===== src/rtl/spi_sclk_div_pkg.sv =====
// Package: shared types for the serial clock divider.
// Assumes nothing beyond IEEE 1800-2017.
package spi_sclk_div_pkg;

    // Bus timing mode held in the shadow registers.
    typedef struct packed {
        logic idle_high;   // serial clock level while idle
        logic late_sample; // 1: capture on trailing edges
    } bus_mode_t;

endpackage


===== src/rtl/spi_sclk_div_cfg.sv =====
// Module: spi_sclk_div_cfg
// Holds shadow copies of the divider settings and turns them into the
// terminal count of the half-period counter. Shadows follow the inputs
// while hold_i is low and freeze while it is high.
// Assumes hold_i rises at the same edge that starts a burst.
module spi_sclk_div_cfg
    import spi_sclk_div_pkg::*;
#(
    parameter int EXP_W      = 3,
    parameter int LIN_W      = 8,
    parameter int CNT_W      = 9,
    parameter bit HAS_LINEAR = 1'b1
) (
    input  logic             clk,
    input  logic             rst_n,
    input  logic             hold_i,
    input  logic [EXP_W-1:0] exp_i,
    input  logic [LIN_W-1:0] lin_i,
    input  logic             sel_i,
    input  bus_mode_t        mode_i,
    output logic [CNT_W-1:0] term_o,
    output bus_mode_t        mode_o
);

    localparam logic [CNT_W-1:0] ONE = CNT_W'(1);

    logic [EXP_W-1:0] exp_q;
    logic [CNT_W-1:0] pow2_term;
    bus_mode_t        mode_q;

    // Shadow copy of the exponent and bus mode, loaded only while idle.
    always_ff @(posedge clk) begin
        if (!rst_n) begin
            exp_q  <= '0;
            mode_q <= '0;
        end else if (!hold_i) begin
            exp_q  <= exp_i;
            mode_q <= mode_i;
        end
    end

    // Half period of the power-of-two path is 2^(N+1) source cycles.
    always_comb begin
        pow2_term = (ONE << ({1'b0, exp_q} + 1'b1)) - ONE;
    end

    generate
        if (HAS_LINEAR) begin : g_linear
            logic [LIN_W-1:0] lin_q;
            logic             sel_q;

            // Shadow copy of the linear value and path select.
            always_ff @(posedge clk) begin
                if (!rst_n) begin
                    lin_q <= '0;
                    sel_q <= 1'b0;
                end else if (!hold_i) begin
                    lin_q <= lin_i;
                    sel_q <= sel_i;
                end
            end

            // Half period of the linear path is N+1 source cycles.
            always_comb begin
                term_o = sel_q ? CNT_W'(lin_q) : pow2_term;
            end
        end else begin : g_pow2_only
            // Only the power-of-two path exists.
            always_comb begin
                term_o = pow2_term;
            end
        end
    endgenerate

    assign mode_o = mode_q;

    a_r7_cfg_frozen: assert property (@(posedge clk) disable iff (!rst_n)
        (hold_i && $past(hold_i)) |-> ($stable(term_o) && $stable(mode_o)))
        else $error("a_r7_cfg_frozen: settings moved during a burst");

endmodule


===== src/rtl/spi_sclk_div_halfcnt.sv =====
// Module: spi_sclk_div_halfcnt
// Counts source cycles of each half period, toggles the clock phase at
// the terminal count, and flags leading and trailing edges for one cycle.
// Stops only at a trailing edge, so the phase is back at idle on exit.
// Assumes term_i is stable while active_o is high.
module spi_sclk_div_halfcnt #(
    parameter int CNT_W = 9
) (
    input  logic             clk,
    input  logic             rst_n,
    input  logic             run_i,
    input  logic [CNT_W-1:0] term_i,
    output logic             active_o,
    output logic             phase_o,
    output logic             lead_o,
    output logic             trail_o
);

    logic [CNT_W-1:0] cnt_q;
    logic             active_q;
    logic             phase_q;
    logic             lead_q;
    logic             trail_q;
    logic             at_term;

    // Terminal count of the current half period.
    always_comb begin
        at_term = (cnt_q == term_i);
    end

    // Burst control, half-period counting and edge flags.
    always_ff @(posedge clk) begin
        if (!rst_n) begin
            active_q <= 1'b0;
            cnt_q    <= '0;
            phase_q  <= 1'b0;
            lead_q   <= 1'b0;
            trail_q  <= 1'b0;
        end else begin
            lead_q  <= 1'b0;
            trail_q <= 1'b0;
            if (!active_q) begin
                if (run_i) begin
                    active_q <= 1'b1;
                    cnt_q    <= '0;
                    phase_q  <= 1'b0;
                end
            end else if (at_term) begin
                cnt_q   <= '0;
                phase_q <= ~phase_q;
                lead_q  <= ~phase_q;
                trail_q <= phase_q;
                if (phase_q && !run_i) begin
                    active_q <= 1'b0;
                end
            end else begin
                cnt_q <= cnt_q + 1'b1;
            end
        end
    end

    assign active_o = active_q;
    assign phase_o  = phase_q;
    assign lead_o   = lead_q;
    assign trail_o  = trail_q;

    a_r8_stop_at_idle: assert property (@(posedge clk) disable iff (!rst_n)
        $fell(active_q) |-> !phase_q)
        else $error("a_r8_stop_at_idle: burst ended mid pulse");

    a_r11_clean_start: assert property (@(posedge clk) disable iff (!rst_n)
        $rose(active_q) |-> (cnt_q == '0 && !phase_q))
        else $error("a_r11_clean_start: burst began with stale count");

    a_r6_count_bound: assert property (@(posedge clk) disable iff (!rst_n)
        active_q |-> (cnt_q <= term_i))
        else $error("a_r6_count_bound: half-period counter overran");

endmodule


===== src/rtl/spi_sclk_div_strobe.sv =====
// Module: spi_sclk_div_strobe
// Maps leading and trailing edge flags onto launch and capture strobes
// according to the shadow sampling phase.
// Assumes at most one of lead_i and trail_i is high in any cycle.
module spi_sclk_div_strobe (
    input  logic lead_i,
    input  logic trail_i,
    input  logic late_sample_i,
    output logic shift_o,
    output logic sample_o
);

    // Capture on leading edges unless late sampling is selected.
    always_comb begin
        shift_o  = late_sample_i ? lead_i  : trail_i;
        sample_o = late_sample_i ? trail_i : lead_i;
    end

endmodule


===== src/rtl/spi_sclk_divider.sv =====
// Module: spi_sclk_divider (top)
// Serial clock generator with a power-of-two path and an optional linear
// path, shadowed settings and launch/capture strobes for a shift engine.
// Assumes a single source clock and a synchronous active-low reset.
module spi_sclk_divider
    import spi_sclk_div_pkg::*;
#(
    parameter int EXP_W      = 3,
    parameter int LIN_W      = 8,
    parameter bit HAS_LINEAR = 1'b1
) (
    input  logic             clk,
    input  logic             rst_n,
    input  logic             run_i,
    input  logic [EXP_W-1:0] cfg_pow_exp_i,
    input  logic [LIN_W-1:0] cfg_lin_div_i,
    input  logic             cfg_sel_lin_i,
    input  logic             cfg_cpol_i,
    input  logic             cfg_cpha_i,
    output logic             sclk_o,
    output logic             shift_stb_o,
    output logic             sample_stb_o,
    output logic             busy_o
);

    localparam int POW_CNT_W = (1 << EXP_W) + 1;
    localparam int LIN_CNT_W = LIN_W + 1;
    localparam int CNT_W     = (POW_CNT_W > LIN_CNT_W) ? POW_CNT_W : LIN_CNT_W;

    bus_mode_t        mode_in;
    bus_mode_t        mode_s;
    logic [CNT_W-1:0] term;
    logic             active;
    logic             phase;
    logic             lead;
    logic             trail;

    // Pack the bus mode inputs.
    always_comb begin
        mode_in.idle_high   = cfg_cpol_i;
        mode_in.late_sample = cfg_cpha_i;
    end

    spi_sclk_div_cfg #(
        .EXP_W      (EXP_W),
        .LIN_W      (LIN_W),
        .CNT_W      (CNT_W),
        .HAS_LINEAR (HAS_LINEAR)
    ) u_cfg (
        .clk    (clk),
        .rst_n  (rst_n),
        .hold_i (active),
        .exp_i  (cfg_pow_exp_i),
        .lin_i  (cfg_lin_div_i),
        .sel_i  (cfg_sel_lin_i),
        .mode_i (mode_in),
        .term_o (term),
        .mode_o (mode_s)
    );

    spi_sclk_div_halfcnt #(
        .CNT_W (CNT_W)
    ) u_halfcnt (
        .clk      (clk),
        .rst_n    (rst_n),
        .run_i    (run_i),
        .term_i   (term),
        .active_o (active),
        .phase_o  (phase),
        .lead_o   (lead),
        .trail_o  (trail)
    );

    spi_sclk_div_strobe u_strobe (
        .lead_i        (lead),
        .trail_i       (trail),
        .late_sample_i (mode_s.late_sample),
        .shift_o       (shift_stb_o),
        .sample_o      (sample_stb_o)
    );

    // Serial clock is the phase register offset by the idle level.
    assign sclk_o = phase ^ mode_s.idle_high;
    assign busy_o = active;

    a_r10_strobe_on_edge: assert property (@(posedge clk) disable iff (!rst_n)
        (shift_stb_o || sample_stb_o) |-> (sclk_o != $past(sclk_o)))
        else $error("a_r10_strobe_on_edge: strobe without clock edge");

    a_r10_quiet_idle: assert property (@(posedge clk) disable iff (!rst_n)
        (!busy_o && !$past(busy_o)) |-> (!shift_stb_o && !sample_stb_o))
        else $error("a_r10_quiet_idle: strobe while idle");

endmodule


===== config.mk =====
export PLATFORM = sky130hd
export DESIGN_NAME = spi_sclk_divider
export DESIGN_NICKNAME = d
export VERILOG_FILES = /design/src/rtl/spi_sclk_div_pkg.sv /design/src/rtl/spi_sclk_div_cfg.sv /design/src/rtl/spi_sclk_div_halfcnt.sv /design/src/rtl/spi_sclk_div_strobe.sv /design/src/rtl/spi_sclk_divider.sv
export SDC_FILE = /design/constraint.sdc
export NUM_CORES = 1
export LEC_CHECK = 0
export ABC_AREA = 1
export CAP_MARGIN = 40
export CORE_MARGIN = 10
export CORE_UTILIZATION = 56
export CTS_BUF_LIST = sky130_fd_sc_hd__clkbuf_8
export CTS_CLUSTER_DIAMETER = 50
export CTS_CLUSTER_SIZE = 20
export DETAILED_ROUTE_END_ITERATION = 10
export PLACE_DENSITY = 0.8
export SLEW_MARGIN = 20
export SYNTH_ARGS = -nofsm -noshare
export SYNTH_HDL_FRONTEND = slang
export SYNTH_HIERARCHICAL = 1
export SYNTH_SLANG_ARGS = --single-unit

===== constraint.sdc =====
create_clock -name clk -period 2.5 [get_ports clk]
set_input_delay 0.375 -clock clk [delete_from_list [all_inputs] [get_ports clk]]
set_output_delay 0.375 -clock clk [all_outputs]
set_load 0.01 [all_outputs]

==> metrics.yaml, run 1 <==
die_h_um: 72.0
start_util: 0.599
hold_buffers: 0
dpl_cell_area_um2: 1710
overflow: 0
fin_crit_sh: 0.855
first_pass_iters: 5
synth_area_um2: 1510
grt_pass1_vias: 1304
final-hold-violation-count: 0
seq_area_frac_synth: 0.358
clock.fmax_ghz: 0.468
drive_above_1_share: 0.0779
yosysTopAreaCellShare: 0.358
ys_ff_latch: 27
async_reset_ff_frac: 0
netlist_instances: 224
grt_max_degree: 20
routabilityCongestion: 0.886
vias_per_cell: 5.08
synth_common_cells: "nand2_1, nor2_1, dfxtp_1, inv_1, o21ai_0"
port_buffers: 20
grt_first_pass_wirelength_um: 5650
p_leak_nw: 0.805
first_iter_violations: 95
fin_nets: 264
period_needed_ps: 2140
core_area_um2: 2520
synthXorXnorAreaFrac: 0.0629
cts-root-buf: "clkbuf_8"
ant_nets: 0
fin_area_um2: 1760
drv_slew: 0
startpoint: "u_cfg/exp_q[2]$_SDFFE_PN0N_"
max_slew_margin: 0.574
synth_compound_area_frac: 0.120
synth-edff-count: 0
synth_fa_ha_area_frac: 0.0166
cts_tree: "built"
synthSimpleGateAreaFrac: 0.348
io_pins: 21
synth_largest_area_cell: "dfxtp_1"
crit_type: "reg2reg"
syn_avg_cell_area_um2: 6.75
worstHoldStart: "u_cfg/g_linear.lin_q[0]$_SDFFE_PN0N_"
synth_top_family_by_area: "simple AND/OR/NAND/NOR gates"
synth.most_common_cell: "nand2_1"
hp-class: "reg2reg"
fin_util: 0.697
clk_latency_ps: 270
worst_pin_slew_ps: 637
drc: 0
setup_tns_ps: 0
startpoint_type: "flop"
dieArea_um2: 5180
path_clk_slew_ps: 90
netlist_top_cells_area: "dfxtp_1, nand2_1, nor2_1"
diodes: 0
vias: 1391
wirelength_um: 3270
ctsLongestPathBuffers: 2
r2r_slack_ps: 360
cts_setup_buffers: 0
cp.required_ps: 2670
maxCapViolations: 0
synth_nets: 243
syn_to_final_growth_pct: 16.4
synth_mux_area_frac: 0
dp_hpwl_um: 2410
setup_viol: 0
h-tree-depth: 1
yosys_most_used_dff: "dfxtp_1"
cts.sinks: 27
fin_skew_ps: 4.29
cp.arrival_ps: 2310
grt_setup_unrepaired: "no"
peakVddDrop_mv: 0.380
rr_startpoint: "u_cfg/exp_q[2]$_SDFFE_PN0N_"
status: "completed"
powerDensity_nw_per_um2: 518
wl_per_cell_um: 11.9
worst-path-max-fanout: 10
yosys_warnings: 6
worst_setup_path_end_kind: "flop"
grt_usage: 0.128
rows: 18
synth_cell_types: 28
antenna_found_initial: 0
numCtsBuffers: 3
cts-resized-gates: 0
die_w_um: 72.0
-- layout by cell type (no fill, tap or decap), types with 3 or more instances in the layout --
| master | n |
|---|---|
| dfxtp_1 | 27 |
| clkdlybuf4s50_1 | 20 |
| nand3_1 | 15 |
| nor2_2 | 3 |
| inv_1 | 22 |
| xnor2_1 | 7 |
| clkbuf_8 | 3 |
| inv_2 | 3 |
| nand4_1 | 3 |
| o21ai_0 | 17 |
| nor2_1 | 33 |
| nand2_1 | 56 |
| a21oi_1 | 15 |
-- sequential cells by signal, indices dropped and copies added (netlist names) --
signal,count
u_cfg/g_linear.sel_q,1
u_halfcnt/phase_o,1
u_halfcnt/cnt_q,9
u_halfcnt/trail_o,1
u_halfcnt/active_o,1
u_cfg/exp_q,3
u_cfg/mode_o,2
u_cfg/g_linear.lin_q,8
u_halfcnt/lead_o,1
-- layout make-up --
cell class              instances  area [um^2]
inverters                      24         90.1
repair buffers                 22          215
clock buffers                   3         41.3
well taps                      30         37.5
flip-flops and latches         27          541
multi-input cells             167          831
fillers                       242          763
clock inverters                 1         3.75
-- path summary, 6_finish.rpt --
check	endpoint	cells after the start
worst max-delay path	u_halfcnt/phase_o$_SDFFE_PN0P_	16
worst min-delay path	u_cfg/g_linear.lin_q[0]$_SDFFE_PN0N_	2
worst max register to register	u_halfcnt/phase_o$_SDFFE_PN0P_	16
worst min register to register	u_cfg/g_linear.lin_q[0]$_SDFFE_PN0N_	2
-- logic make-up (layout without fill, tap and decap cells) --
logic type	after synthesis	count (layout)
flip-flops	27	27
buffers and inverters	30	50
other	1	1
adder cells (fa/ha/maj)	2	2
XOR/XNOR	10	10
AO/OA/AOI/OAI	35	35
AND/OR/NAND/NOR	119	119
-- stage by stage --
step | hold slack [ps] | instances | worst slack [ps] | power (W)
after global placement | 461 | 270 | 458 | 0.000671
after detailed placement | 474 | 270 | 409 | 0.000675
after CTS | 490 | 274 | 360 | 0.000917
final | 490 | 274 | 362 | 0.000911
after floorplan | 447 | 224 | 644 | 0.000618
after global routing | 502 | 274 | 137 | 0.000958
-- worst max-delay path, cell delays in order (launching register included) --
cell	delay [ps]
dfxtp_1	430
inv_2	100
nand2_1	120
ha_1	250
inv_1	100
a21oi_1	130
nand2_1	70
nand2_1	60
nand2_1	70
xnor2_2	120
nand2_1	100
nor2_4	140
nand2_4	110
nand2_4	80
nand2_1	50
nand2_1	60
nand2_1	40
-- report_power, final --
group          total [W]  switching, W  internal [W]
combinational   0.000188      0.000104     0.0000840
sequential      0.000479     0.0000255      0.000454
clock           0.000244      0.000134      0.000110
-- per-layer routing --
layer | routed length (um) | GRT usage
met1 | 1530 | 0.155
met2 | 1500 | 0.211
met3 | 195 | 0.0313
met4 | 41 | 0.0495
met5 | 0 | 0
Note: power is estimated with default switching activity, not from simulation.
==> run 2: changes to the inputs <==
--- a/config.mk
+++ b/config.mk
@@ -7,6 +7,7 @@
 export LEC_CHECK = 0
 export ABC_AREA = 1
 export CAP_MARGIN = 40
+export CORE_ASPECT_RATIO = 1.1
 export CORE_MARGIN = 10
 export CORE_UTILIZATION = 56
 export CTS_BUF_LIST = sky130_fd_sc_hd__clkbuf_8
==> metrics.yaml, run 2 (synthesis gave the netlist of run 1 again) <==
status: "completed"
rows: 19  # +1
layout_commonest_cell: "nand2_1"
start_util: 0.594  # -0.00501
dieArea_um2: 5180  # about the same
clock.fmax_ghz: 0.475  # +1.5%
drc: 0  # unchanged
grt_usage: 0.131  # +0.00356
fin_crit_sh: 0.842  # -0.0130
regMostFlops: "u_halfcnt/cnt_q"
p_leak_nw: 0.804  # -0.18%
largest_reg_flops: 9  # unchanged
register_area_um2: 541  # unchanged
power.switching_w: 0.000262  # -0.42%
setup_tns_ps: 0  # unchanged
core_area_um2: 2540  # +0.84%
fin_nets: 264  # unchanged
port_buffers: 20  # unchanged
grt_first_pass_wirelength_um: 5720  # +1.2%
final-hold-violation-count: 0  # unchanged
reg2regPathDepth: 16  # unchanged
cp_slowest_cell: "dfxtp_1"
fin_skew_ps: 1.58  # -2.71 ps
power_w: 0.000911  # about the same
startpoint: "u_cfg/exp_q[2]$_SDFFE_PN0N_"
setup_viol: 0  # unchanged
ctsLongestPathBuffers: 2  # unchanged
peakVddDrop_mv: 0.369  # -2.9%
grt_max_degree: 20  # unchanged
cts_tree: "built"
pre_cts_slack_ps: 437  # +28.3 ps
crit_cells: 16  # unchanged
worst_setup_path_end_kind: "flop"
worst_slack_ps: 394  # +32.4 ps
grt_setup_unrepaired: "no"
cp_slowest_stage_delay_ps: 430  # about the same
cp_common_cell: "nand2_1"
vias_per_cell: 5.16  # +1.7%
cts-resized-gates: 0  # unchanged
power_frac_seq: 0.526  # about the same
wl_per_cell_um: 12.0  # +0.83%
dp_hpwl_um: 2460  # +2.0%
first_iter_violations: 78  # -18%
first_pass_iters: 4  # -1
overflow: 0  # unchanged
syn_to_final_growth_pct: 16.6
path_cells: "inv_2 > nand2_1 > ha_1 > inv_1 > a21oi_1 > nand2_1 > nand2_1 > nand2_1 > xnor2_2 > nand2_1 > nor2_4 > nand2_4 > nand2_4 > nand2_1 > nand2_1 > nand2_1"
io_pins: 21  # unchanged
period_needed_ps: 2110  # -32.4 ps
reg2reg_to: "u_halfcnt/phase_o$_SDFFE_PN0P_"
startpoint_type: "flop"
num-fill-cells: 241  # -0.41%
die_h_um: 74.5  # +3.5%
vias: 1420  # +2.1%
drive_above_1_share: 0.0820  # +0.00410
rr_startpoint: "u_cfg/exp_q[2]$_SDFFE_PN0N_"
top_regs: "u_halfcnt/cnt_q (9), u_cfg/g_linear.lin_q (8), u_cfg/exp_q (3)"
final_cell_mix: "nand2_1, nor2_1, dfxtp_1"
diodes: 0  # unchanged
cts_setup_buffers: 0  # unchanged
cp_num_buf_inv: 2  # unchanged
stdcell_count: 275  # +0.36%
ant_nets: 0  # unchanged
grt_pass1_vias: 1281  # -1.8%
powerDensity_nw_per_um2: 517  # -0.11%
clock_power_share: 0.267  # about the same
cp.arrival_ps: 2270  # -40 ps
routabilityCongestion: 0.873  # -1.5%
combinationalPowerShare: 0.207  # about the same
numCtsBuffers: 3  # unchanged
hold_buffers: 0  # unchanged
drv_slew: 0  # unchanged
crit_type: "reg2reg"
hp-class: "reg2reg"
p_sw_frac: 0.288  # -0.00130
max_slew_margin: 0.565  # -0.00867
cp.required_ps: 2670  # about the same
cts-root-buf: "clkbuf_8"
antenna_found_initial: 0  # unchanged
multi_input_area_um2: 831  # unchanged
maxCapViolations: 0  # unchanged
p_int_w: 0.000649  # +0.21%
cts.sinks: 27  # unchanged
worst-path-max-fanout: 10  # unchanged
crit_end: "u_halfcnt/phase_o$_SDFFE_PN0P_"
critPathTopFamily: "simple AND/OR/NAND/NOR gates"
worst_pin_slew_ps: 650  # +13.0 ps
clk_latency_ps: 270  # about the same
h-tree-depth: 1  # unchanged
dp.cells: 271  # +0.37%
die_w_um: 69.5  # -3.4%
path_clk_slew_ps: 90  # about the same
r2r_slack_ps: 390  # +30 ps
wirelength_um: 3310  # +1.2%
-- run 2: cell count changes in the layout (fill, tap and decap cells not counted), sizes merged --
cell	previous run	this run
clkinv	0	1
inv	25	24
-- run 2: layer usage --
metal	vias to the layer above	track usage	share of wire
met3	4	0.0293	0.041
met2	25	0.236	0.47
met4	0	0.0470	0.010
met5	-	0	0
li1	749	-	-
met1	642	0.150	0.47
-- run 2: power groups by stage --
stage	Combinational, W	Sequential, W	Clock (W)
CTS	0.000189	0.000479	0.000253
global route	0.000216	0.000483	0.000267
finish	0.000189	0.000479	0.000244
floorplan	0.000138	0.000480	0
detailed placement	0.000186	0.000489	0
global placement	0.000183	0.000488	0
-- run 2: worst min path at each step --
stage / cells after the start / start / slack [ps] / to
5_1_grt: 2 / u_cfg/g_linear.lin_q[0]$_SDFFE_PN0N_ / 510 / u_cfg/g_linear.lin_q[0]$_SDFFE_PN0N_
2_1_floorplan: 2 / u_cfg/g_linear.lin_q[0]$_SDFFE_PN0N_ / 450 / u_cfg/g_linear.lin_q[0]$_SDFFE_PN0N_
4_1_cts: 2 / u_cfg/g_linear.lin_q[0]$_SDFFE_PN0N_ / 490 / u_cfg/g_linear.lin_q[0]$_SDFFE_PN0N_
3_3_place_gp: 2 / u_cfg/g_linear.lin_q[0]$_SDFFE_PN0N_ / 460 / u_cfg/g_linear.lin_q[0]$_SDFFE_PN0N_
6_report: 2 / u_cfg/g_linear.lin_q[0]$_SDFFE_PN0N_ / 480 / u_cfg/g_linear.lin_q[0]$_SDFFE_PN0N_
3_5_place_dp: 2 / u_cfg/g_linear.lin_q[0]$_SDFFE_PN0N_ / 460 / u_cfg/g_linear.lin_q[0]$_SDFFE_PN0N_
-- run 2: cell type report --
cell class	instances	share of cell area
Tap cell	31	0.0220
Clock inverter	1	0.00284
Timing Repair Buffer	22	0.122
Multi-Input combinational cell	167	0.472
Inverter	24	0.0511
Clock buffer	3	0.0234
Sequential cell	27	0.307
-- run 2: tightest hold or removal path, delay by kind of cell, from the launching register on --
family           cells  cell delay, ps
and+or+nand+nor      2             120
DFF                  1             330
-- run 2: per-stage QoR --
step | cell area (um^2) | utilization | hold WS [ps]
after floorplan | 1510 | - | 447
after global routing | 1760 | 0.693 | 514
after detailed placement | 1720 | 0.674 | 464
final | 1760 | 0.693 | 481
after CTS | 1760 | 0.693 | 487
after global placement | 1720 | 0.674 | 459
==> run 3: changes to the inputs <==
--- a/config.mk
+++ b/config.mk
@@ -9,12 +9,12 @@
 export CAP_MARGIN = 40
 export CORE_ASPECT_RATIO = 1.1
 export CORE_MARGIN = 10
-export CORE_UTILIZATION = 56
+export CORE_UTILIZATION = 51
 export CTS_BUF_LIST = sky130_fd_sc_hd__clkbuf_8
 export CTS_CLUSTER_DIAMETER = 50
 export CTS_CLUSTER_SIZE = 20
 export DETAILED_ROUTE_END_ITERATION = 10
-export PLACE_DENSITY = 0.8
+export PLACE_DENSITY = 0.77
 export SLEW_MARGIN = 20
 export SYNTH_ARGS = -nofsm -noshare
 export SYNTH_HDL_FRONTEND = slang
==> constraint.sdc (replaced) <==
create_clock -name clk -period 1.9 [get_ports clk]
set_input_delay 0.285 -clock clk [delete_from_list [all_inputs] [get_ports clk]]
set_output_delay 0.285 -clock clk [all_outputs]
set_load 0.01 [all_outputs]
==> metrics.yaml, run 3 (synthesis gave the netlist of run 1 again) <==
worst_slack_ps: -8.16  # -403 ps
first_pass_iters: 5  # +1
crit_end: "u_halfcnt/phase_o$_SDFFE_PN0P_"
startpoint: "u_cfg/exp_q[0]$_SDFFE_PN0N_"
dp_hpwl_um: 2450  # -0.35%
clock_power_share: 0.264  # -0.003
cp.required_ps: 2080  # -590 ps
regMostFlops: "u_halfcnt/cnt_q"
io_pins: 21  # unchanged
path_clk_slew_ps: 100  # about the same
port_buffers: 20  # unchanged
first_iter_violations: 70  # -10%
ctsLongestPathBuffers: 2  # unchanged
whs_ps: 490  # +9.31 ps
rr_startpoint: "u_cfg/exp_q[0]$_SDFFE_PN0N_"
antenna_found_initial: 0  # unchanged
grt_setup_unrepaired: "yes"
worst_setup_path_end_kind: "flop"
reg2regPathDepth: 16  # unchanged
die_w_um: 71.9  # +3.4%
power.switching_w: 0.000375  # +43%
status: "complete, but fails checks"
core_area_um2: 2800  # +10%
num-fill-cells: 248  # +2.9%
p_sw_frac: 0.297  # +0.00970
wl_per_cell_um: 12.1  # +0.34%
final-hold-violation-count: 0  # unchanged
h-tree-depth: 1  # unchanged
clk_latency_ps: 270  # about the same
fin_crit_sh: 1.00  # +0.162
grt_max_degree: 30  # +50%
setup_viol: 1  # +1
startpoint_type: "flop"
worst-path-max-fanout: 5  # -5
fin_skew_ps: 6.46  # +4.88 ps
layout_commonest_cell: "nand2_1"
cts_tree: "built"
start_util: 0.539  # -0.0549
combinationalPowerShare: 0.242  # +0.035
diodes: 0  # unchanged
r2r_slack_ps: -8  # -400 ps
clock.fmax_ghz: 0.524  # +10%
drv_slew: 0  # unchanged
drc: 0  # unchanged
pre_cts_slack_ps: -20.7  # -458 ps
grt_usage: 0.120  # -0.0111
violations: "setup timing"
fin_util: 0.666  # -0.0265
period_needed_ps: 1910  # -197 ps
p_leak_nw: 0.841  # +4.7%
powerDensity_nw_per_um2: 676  # +31%
reg2reg_to: "u_halfcnt/phase_o$_SDFFE_PN0P_"
power_frac_seq: 0.494  # -0.032
rows: 20  # +1
fin_nets: 273  # +3.4%
maxCapViolations: 0  # unchanged
cts-root-buf: "clkbuf_8"
syn_to_final_growth_pct: 23.5
crit_type: "reg2reg"
vias: 1460  # +2.8%
numCtsBuffers: 3  # unchanged
p_int_w: 0.000887  # +37%
cts.sinks: 27  # unchanged
ant_nets: 0  # unchanged
routabilityCongestion: 0.865  # -0.97%
cp.arrival_ps: 2090  # -180 ps
top_regs: "u_halfcnt/cnt_q (9), u_cfg/g_linear.lin_q (8), u_cfg/exp_q (3)"
hp-class: "reg2reg"
drive_above_1_share: 0.142  # +0.0603
grt_first_pass_wirelength_um: 5730  # +0.23%
die_h_um: 77.1  # +3.5%
largest_reg_flops: 9  # unchanged
peakVddDrop_mv: 0.456  # +24%
overflow: 0  # unchanged
hold_buffers: 0  # unchanged
grt_pass1_vias: 1324  # +3.4%
dieArea_um2: 5540  # +7.0%
vias_per_cell: 5.10  # -1.1%
final_cell_mix: "nand2_1, nor2_1, dfxtp_1"
wirelength_um: 3450  # +4.4%
-- run 3: how the worst min path moves through the flow --
| stage | end | slack, ps | from | cells after the start |
|---|---|---|---|---|
| after floorplan | u_cfg/g_linear.lin_q[7]$_SDFFE_PN0N_ | 420 | rst_n | 2 |
| after global placement | u_cfg/g_linear.lin_q[1]$_SDFFE_PN0N_ | 460 | u_cfg/g_linear.lin_q[1]$_SDFFE_PN0N_ | 2 |
| after detailed placement | u_cfg/g_linear.lin_q[7]$_SDFFE_PN0N_ | 470 | u_cfg/g_linear.lin_q[7]$_SDFFE_PN0N_ | 2 |
| after CTS | u_cfg/g_linear.lin_q[7]$_SDFFE_PN0N_ | 500 | u_cfg/g_linear.lin_q[7]$_SDFFE_PN0N_ | 2 |
| after global routing | u_cfg/g_linear.lin_q[6]$_SDFFE_PN0N_ | 520 | u_cfg/g_linear.lin_q[6]$_SDFFE_PN0N_ | 2 |
| final | u_cfg/g_linear.lin_q[7]$_SDFFE_PN0N_ | 490 | u_cfg/g_linear.lin_q[7]$_SDFFE_PN0N_ | 2 |
-- run 3: metrics by stage --
step           instances  power, W  instance area (um^2)  setup TNS, ps
6_report             286   0.00126                  1870          -8.16
3_5_place_dp         280  0.000907                  1770          -20.7
5_1_grt              286   0.00133                  1870          -1070
4_1_cts              284   0.00124                  1830              0
2_1_floorplan        224  0.000813                  1510              0
3_3_place_gp         280  0.000903                  1770              0
-- run 3: layout make-up --
type                       instances  area (um^2)  area share
timing repair buffer              30          275       0.147
tap                               33         41.3      0.0221
clock buffer                       3         41.3      0.0221
clock inverter                     1         7.51     0.00402
multi-input combinational        168          867       0.464
inverter                          24         90.1      0.0483
sequential                        27          544       0.292
-- run 3: power groups by stage --
stage / logic [W] / registers, W / clock network (W)
finish: 0.000305 / 0.000624 / 0.000333
global route: 0.000341 / 0.000629 / 0.000359
CTS: 0.000281 / 0.000622 / 0.000341
detailed placement: 0.000272 / 0.000635 / 0
global placement: 0.000270 / 0.000634 / 0
floorplan: 0.000181 / 0.000632 / 0
-- run 3: critical path: stages (launching register included) --
cell and delay (ps):
dfxtp_2 350, nor2_4 120, nand2_2 80, ha_4 180
nor2_2 70, nand2_1 50, nand2_1 50, nor2_1 40
nor2_1 150, xnor2_1 130, nand2_1 100, nor2_4 170
nand2_4 100, nand2_4 70, nand2_1 50, nand2_1 50
nand2_1 40
-- run 3: repair_timing --
action	CTS	global route
resized for setup	3	7
cloned	0	1
hold endpoints to repair	0	0
setup endpoints to repair	11	12
setup buffers	0	1
pin swaps	0	9
-- run 3: per-layer routing --
metal,track usage,wire (um)
met1,0.141,1550
met2,0.207,1640
met3,0.0296,195
met4,0.0349,65
met5,0,0
